$ cat src/rtl/rrt_pkg.sv
package rrt_pkg;
  parameter int unsigned RRT_TAG_W = 4;

  typedef struct packed {
    logic                 vld;
    logic [RRT_TAG_W-1:0] tag;
  } beat_t;
endpackage

$ cat src/rtl/rrt_en_gen.sv
module rrt_en_gen #(
  parameter int unsigned NB   = 2,
  parameter int unsigned LENW = 4
) (
  input  logic                          clk,
  input  logic                          rst_n,
  input  logic                          accept,
  input  logic                          ddr2,
  input  logic [LENW-1:0]               len,
  input  logic [rrt_pkg::RRT_TAG_W-1:0] tag,
  output logic [NB-1:0]                 en_q,
  output rrt_pkg::beat_t                beat_o
);
  localparam int unsigned CW   = LENW + 1;
  localparam int unsigned TAGW = rrt_pkg::RRT_TAG_W;

  logic [CW-1:0]   cnt_q, cnt_d, eff_len;
  logic [TAGW-1:0] tag_q, tag_d;
  logic            run_d;

  always_comb begin
    eff_len = {1'b0, len} + CW'(ddr2 & len[0]);
    cnt_d   = cnt_q;
    tag_d   = tag_q;
    if (accept) begin
      cnt_d = eff_len;
      tag_d = tag;
    end else if (cnt_q != '0) begin
      cnt_d = cnt_q - CW'(1);
    end
    run_d = (cnt_d != '0);
  end

  always_ff @(posedge clk or negedge rst_n) begin
    if (!rst_n) begin
      cnt_q <= '0;
      tag_q <= '0;
    end else begin
      cnt_q <= cnt_d;
      if (accept) tag_q <= tag_d;
    end
  end

  for (genvar b = 0; b < NB; b++) begin : g_byte_en
    always_ff @(posedge clk or negedge rst_n) begin
      if (!rst_n) en_q[b] <= 1'b0;
      else        en_q[b] <= run_d;
    end
  end

  assign beat_o.vld = en_q[0];
  assign beat_o.tag = tag_q;

  p_start_r2: assert property (@(posedge clk) disable iff (!rst_n)
    (accept && len != '0) |=> en_q[0]);

  p_cnt_bound_r5: assert property (@(posedge clk) disable iff (!rst_n)
    cnt_q <= CW'(1 << LENW));
endmodule

$ cat src/rtl/rrt_en_delay.sv
module rrt_en_delay #(
  parameter int unsigned SELW = 4
) (
  input  logic            clk,
  input  logic            rst_n,
  input  logic            en_in,
  input  logic [SELW-1:0] sel,
  output logic            en_out
);
  localparam int unsigned MAXD = (1 << SELW) - 1;

  logic [MAXD:1] sh_q;
  logic [MAXD:0] taps;

  assign taps   = {sh_q, en_in};
  assign en_out = taps[sel];

  always_ff @(posedge clk or negedge rst_n) begin
    if (!rst_n) sh_q <= '0;
    else        sh_q <= taps[MAXD-1:0];
  end
endmodule

$ cat src/rtl/rrt_capture.sv
module rrt_capture #(
  parameter int unsigned LATW = 5,
  parameter int unsigned DW   = 32
) (
  input  logic                          clk,
  input  logic                          rst_n,
  input  rrt_pkg::beat_t                beat_in,
  input  logic [LATW-1:0]               lat_code,
  input  logic [DW-1:0]                 rdata,
  output logic                          valid_q,
  output logic [DW-1:0]                 data_q,
  output logic [rrt_pkg::RRT_TAG_W-1:0] tag_q
);
  localparam int unsigned DEPTH = 1 << LATW;

  rrt_pkg::beat_t pipe_q [1:DEPTH-1];
  rrt_pkg::beat_t sel;

  always_comb begin
    sel = beat_in;
    for (int i = 1; i < DEPTH; i++) begin
      if (lat_code == LATW'(i)) sel = pipe_q[i];
    end
  end

  always_ff @(posedge clk or negedge rst_n) begin
    if (!rst_n) begin
      for (int i = 1; i < DEPTH; i++) pipe_q[i] <= '0;
    end else begin
      pipe_q[1] <= beat_in;
      for (int i = 2; i < DEPTH; i++) pipe_q[i] <= pipe_q[i-1];
    end
  end

  always_ff @(posedge clk or negedge rst_n) begin
    if (!rst_n) begin
      valid_q <= 1'b0;
      data_q  <= '0;
      tag_q   <= '0;
    end else begin
      valid_q <= sel.vld;
      if (sel.vld) begin
        data_q <= rdata;
        tag_q  <= sel.tag;
      end
    end
  end
endmodule

$ cat src/rtl/rd_return_tracker.sv
module rd_return_tracker #(
  parameter int unsigned NB    = 2,
  parameter int unsigned RATIO = 2,
  parameter int unsigned LENW  = 4,
  parameter int unsigned CASW  = 4,
  parameter int unsigned LATW  = 5,
  parameter int unsigned TAGW  = rrt_pkg::RRT_TAG_W,
  parameter int unsigned DW    = 8 * NB * RATIO
) (
  input  logic            clk,
  input  logic            rst_n,
  input  logic            init_done,
  input  logic            ddr2_mode,
  input  logic [CASW-1:0] cas_dly,
  input  logic [LATW-1:0] lat_code,
  input  logic            rd_cmd,
  input  logic [LENW-1:0] rd_len,
  input  logic [TAGW-1:0] rd_tag,
  input  logic [DW-1:0]   phy_rdata,
  output logic [NB-1:0]   rden_unsh,
  output logic [NB-1:0]   rden_sh,
  output logic            rd_valid,
  output logic [DW-1:0]   rd_data,
  output logic [TAGW-1:0] rd_tag_o,
  output logic            cmd_err
);
  logic [CASW-1:0] cfg_cas;
  logic [LATW-1:0] cfg_lat;
  logic            accept, err_d;
  rrt_pkg::beat_t  beat;

  assign accept = rd_cmd & init_done;
  assign err_d  = rd_cmd & ~init_done;

  always_ff @(posedge clk or negedge rst_n) begin
    if (!rst_n) begin
      cfg_cas <= '0;
      cfg_lat <= '0;
      cmd_err <= 1'b0;
    end else begin
      if (!init_done) begin
        cfg_cas <= cas_dly;
        cfg_lat <= lat_code;
      end
      cmd_err <= err_d;
    end
  end

  rrt_en_gen #(.NB(NB), .LENW(LENW)) u_gen (
    .clk(clk), .rst_n(rst_n), .accept(accept), .ddr2(ddr2_mode),
    .len(rd_len), .tag(rd_tag), .en_q(rden_unsh), .beat_o(beat)
  );

  for (genvar b = 0; b < NB; b++) begin : g_shift
    rrt_en_delay #(.SELW(CASW)) u_dly (
      .clk(clk), .rst_n(rst_n), .en_in(rden_unsh[b]),
      .sel(cfg_cas), .en_out(rden_sh[b])
    );
  end

  rrt_capture #(.LATW(LATW), .DW(DW)) u_cap (
    .clk(clk), .rst_n(rst_n), .beat_in(beat), .lat_code(cfg_lat),
    .rdata(phy_rdata), .valid_q(rd_valid), .data_q(rd_data), .tag_q(rd_tag_o)
  );

  p_refuse_r8: assert property (@(posedge clk) disable iff (!rst_n)
    (rd_cmd && !init_done) |=> cmd_err);

  p_cfg_hold_r7: assert property (@(posedge clk) disable iff (!rst_n)
    (init_done && $past(init_done)) |-> ($stable(cfg_lat) && $stable(cfg_cas)));

  p_zero_shift_r3: assert property (@(posedge clk) disable iff (!rst_n)
    (cfg_cas == '0) |-> (rden_sh == rden_unsh));
endmodule

$ cat config.mk
export PLATFORM = sky130hd
export DESIGN_NAME = rd_return_tracker
export DESIGN_NICKNAME = d
export VERILOG_FILES = /design/src/rtl/rrt_pkg.sv /design/src/rtl/rrt_en_gen.sv /design/src/rtl/rrt_en_delay.sv /design/src/rtl/rrt_capture.sv /design/src/rtl/rd_return_tracker.sv
export SDC_FILE = /design/constraint.sdc
export NUM_CORES = 1
export LEC_CHECK = 0
export ABC_CLOCK_PERIOD_IN_PS = 2800
export BUFFER_PORTS_ARGS = -buffer_cell sky130_fd_sc_hd__clkbuf_2
export CAP_MARGIN = 20
export CORE_UTILIZATION = 25
export CTS_BUF_LIST = sky130_fd_sc_hd__clkbuf_2 sky130_fd_sc_hd__clkbuf_4 sky130_fd_sc_hd__clkbuf_8
export DETAILED_ROUTE_END_ITERATION = 7
export PLACE_DENSITY = 0.48
export SETUP_SLACK_MARGIN = 0.02
export SYNTH_ARGS = -nofsm -noshare
export SYNTH_HDL_FRONTEND = slang
export SYNTH_SLANG_ARGS = --single-unit
export TNS_END_PERCENT = 1
$ cat constraint.sdc
create_clock -name clk -period 2.8 [get_ports clk]
set_input_delay 0.7 -clock clk [delete_from_list [all_inputs] [get_ports clk]]
set_output_delay 0.7 -clock clk [all_outputs]
set_load 0.01 [all_outputs]
==> summary.txt <==
Synthesized area per cell = 12.9 sq um
Routability cong. = 0.840
Largest net degree at the start of global routing = 70
Setup ws final = -0.0332 ns
Total power = 9.60 mW
Ant. Diodes = 0
Vias per Instance = 4.66
Syn Std Cell Area = 0.00873 sq mm
Tot GR Track Use = 12.7%
CTS Sinks = 212
Hpwl dp = 15,700 um
Crit end category = output pin
Clock Latency Late Sink = 0.54 ns
Core area = 0.0345 sq mm
Combinational share of power = 23.5%
Worst setup path class = flop to output pin
Finished Layout Cells = 1,298
Status = finished, violations left
Static Leakage = 4.63 nW
Commonest non-fill, non-tap cell in the layout = dfrtp_1
DP Cell Count = 1,236
CTS buffer count = 38
Ys flop type = dfrtp_1
Initial Utilization = 25.3%
Vias = 6,051
Fin Hold WS = 0.155 ns
Synth Register Bits = 212
DR WL/cell = 17.2 um
Die width = 189 um
H-tree Lvls = 2
Initial antenna violation count = 0
IO Pins = 96
Failing checks = negative setup slack
Die height = 189 um
Max_slew headroom = 61.7%
Post-route ant nets = 0
CTS tree = built
Finished Core Util = 31.4%
CTS Hold Buffers Added = 0
TNS Setup = -0.0660 ns
Synthesis Warnings = 0
Clk_skew = 0.0242 ns
Total wire length = 22,300 um
Sw power = 2.90 mW
Final setup fails = 2
Peak VDD IR = 0.000292 V
Ys async rst share = 100%
RSZ-0062 raised after global routing = true
CP required = 2.10 ns
Critical path arrival = 2.13 ns
Sequential-to-total area share from yosys stat = 60.8%
Net Count, Synth = 735
Commonest cells after routing, fill and taps aside = dfrtp_1 (208), clkbuf_2 (94), mux2_2 (50), buf_4 (50), clkbuf_8 (46)
TritonRoute pass-1 iters = 5
Reg2Reg Setup Slack = 0.17 ns
Drt drc = 0
1st-iter DRT viols = 410
Fin crit period = 2.83 ns
Final Cycle Share = 101%
Crit start category = flop
Share of layout cells above drive strength 1 = 35.6%
Post-CTS Setup Inserts = 0
First-pass GRT wire length = 35,400 um
GRT overflow = 0
Worst-path clk slew = 0.06 ns
Crit path max fanout = 5
# fillers = 3,542
Row count = 68
Final Slew Violations = 0
Hold violation count in the final report = 0
CTS root buf = clkbuf_8
Sw Ratio = 30.2%
Post-synth EDFFs = 0
Type of the tightest min-delay check = primary input to asynchronous set/reset pin
Max_cap viols = 0
Cells after synthesis = 679
Vias in the first global route = 6,135
DP Worst Slack = 0.111 ns
Fin nets = 877
Power per Cell Area = 888 mW/mm^2
Max Freq = 353 MHz
Worst Tran Pin Value = 0.574 ns
Cell internal pwr = 6.70 mW
Distinct cells, synth = 75
Clock group share of total power = 30.7%
Port-buffer cells = 95
Final instance area = 0.0108 sq mm
Area growth, synth to finish = 23.8%
Die area = 0.0357 sq mm
Maximum root-to-sink buffer count = 3
Dpl cell area = 0.0100 sq mm
Share of power burned in registers = 45.8%
worst max-delay path, cell delays in order, from the launching register on:
cell and delay, ns:
dfrtp_2 0.45, mux4_2 0.54, mux4_2 0.48, clkbuf_2 0.14
synth_stat cells (4+ instances only):
cell type | instances | area (sq um)
mux2_2 | 50 | 563
a211oi_1 | 6 | 45.0
o211ai_1 | 6 | 45.0
a21oi_1 | 38 | 190
buf_2 | 22 | 110
o21ai_0 | 40 | 200
dfrtp_1 | 212 | 5310
buf_4 | 11 | 82.6
nor3b_1 | 8 | 60.1
mux2_4 | 5 | 75.1
nor3_1 | 8 | 40.0
a31oi_1 | 10 | 62.6
mux4_2 | 9 | 203
and2_1 | 4 | 25.0
o221ai_1 | 7 | 61.3
nor2b_1 | 14 | 87.6
nand3b_1 | 4 | 30.0
inv_1 | 12 | 45.0
and3b_1 | 5 | 43.8
clkbuf_1 | 9 | 33.8
buf_6 | 6 | 67.6
or3_1 | 6 | 37.5
nand2_1 | 26 | 97.6
nor2_1 | 23 | 86.3
nand3_1 | 19 | 95.1
mux2i_1 | 13 | 130
o22ai_1 | 14 | 87.6
a22o_1 | 5 | 43.8
nand2b_1 | 10 | 62.6
registers in the layout, summed over array words and instances, names as in the netlist:
name / cells
u_gen.cnt_q: 5
cfg_lat: 5
cfg_cas: 4
cmd_err: 1
u_gen.tag_q: 4
u_gen.beat_o: 1
u_cap.pipe_q: 140
u_cap.data_q: 32
u_cap.tag_q: 4
u_cap.valid_q: 1
g_shift.u_dly.sh_q: 15
path summary, 6_finish.rpt:
check / from / to / depth (start not counted)
max: cfg_cas[0] / rden_sh[0] / 3
min: rst_n / u_cap.pipe_q[110] / 1
max reg2reg: cfg_lat[1] / u_cap.data_q[27] / 8
min reg2reg: u_cap.pipe_q[54] / u_cap.pipe_q[49] / 0
max in group asynchronous: rst_n / u_cap.data_q[7] / 2
min in group clk: u_cap.pipe_q[54] / u_cap.pipe_q[49] / 0
cells by family (layout without fill, tap and decap cells):
| kind of cell | Yosys count | count (layout) | share of synthesized area, % |
|---|---|---|---|
| compound gates | 170 | 170 | 13.2 |
| xor+xnor | 6 | 6 | 0.602 |
| fa+ha+maj | 2 | 2 | 0.287 |
| buf+inv | 64 | 228 | 4.18 |
| flops | 212 | 212 | 60.8 |
| mux | 77 | 77 | 11.1 |
| simple gates | 148 | 148 | 9.87 |
routing by layer:
layer / part of all wire (%) / GRT usage [%] / vias to the layer above
li1: - / - / 2783
met1: 48 / 18.2 / 3039
met2: 44 / 18.9 / 176
met3: 5.4 / 2.39 / 53
met4: 2.6 / 4.71 / 0
met5: 0 / 0 / -
power by group through the flow:
| stage | sequential, mW | combinational, mW | clock [mW] |
|---|---|---|---|
| floorplan | 4.37 | 1.41 | 0 |
| global placement | 4.45 | 2.27 | 0 |
| detailed placement | 4.46 | 2.28 | 0 |
| CTS | 4.41 | 2.29 | 3.04 |
| global route | 4.51 | 2.47 | 3.18 |
| finish | 4.39 | 2.26 | 2.95 |
what timing repair did:
| item | 4_1_cts | 5_1_grt |
|---|---|---|
| cloned | 0 | 0 |
| endpoints found under the hold margin | 0 | 0 |
| setup endpoints to repair | 2 | 23 |
| resized for setup | 1 | 2 |
cell type report:
class                      instances  area [sq um]  share of cell area, %
sequential                       212          5310                   49.2
multi-input combinational        403          3070                   28.4
timing repair buffer             154          1040                   9.63
clock buffer                      57           716                   6.62
tap                              455           569                   5.27
clock inverter                     5          52.6                  0.486
inverter                          12          45.0                  0.417
(Power assumes the default switching activity.)
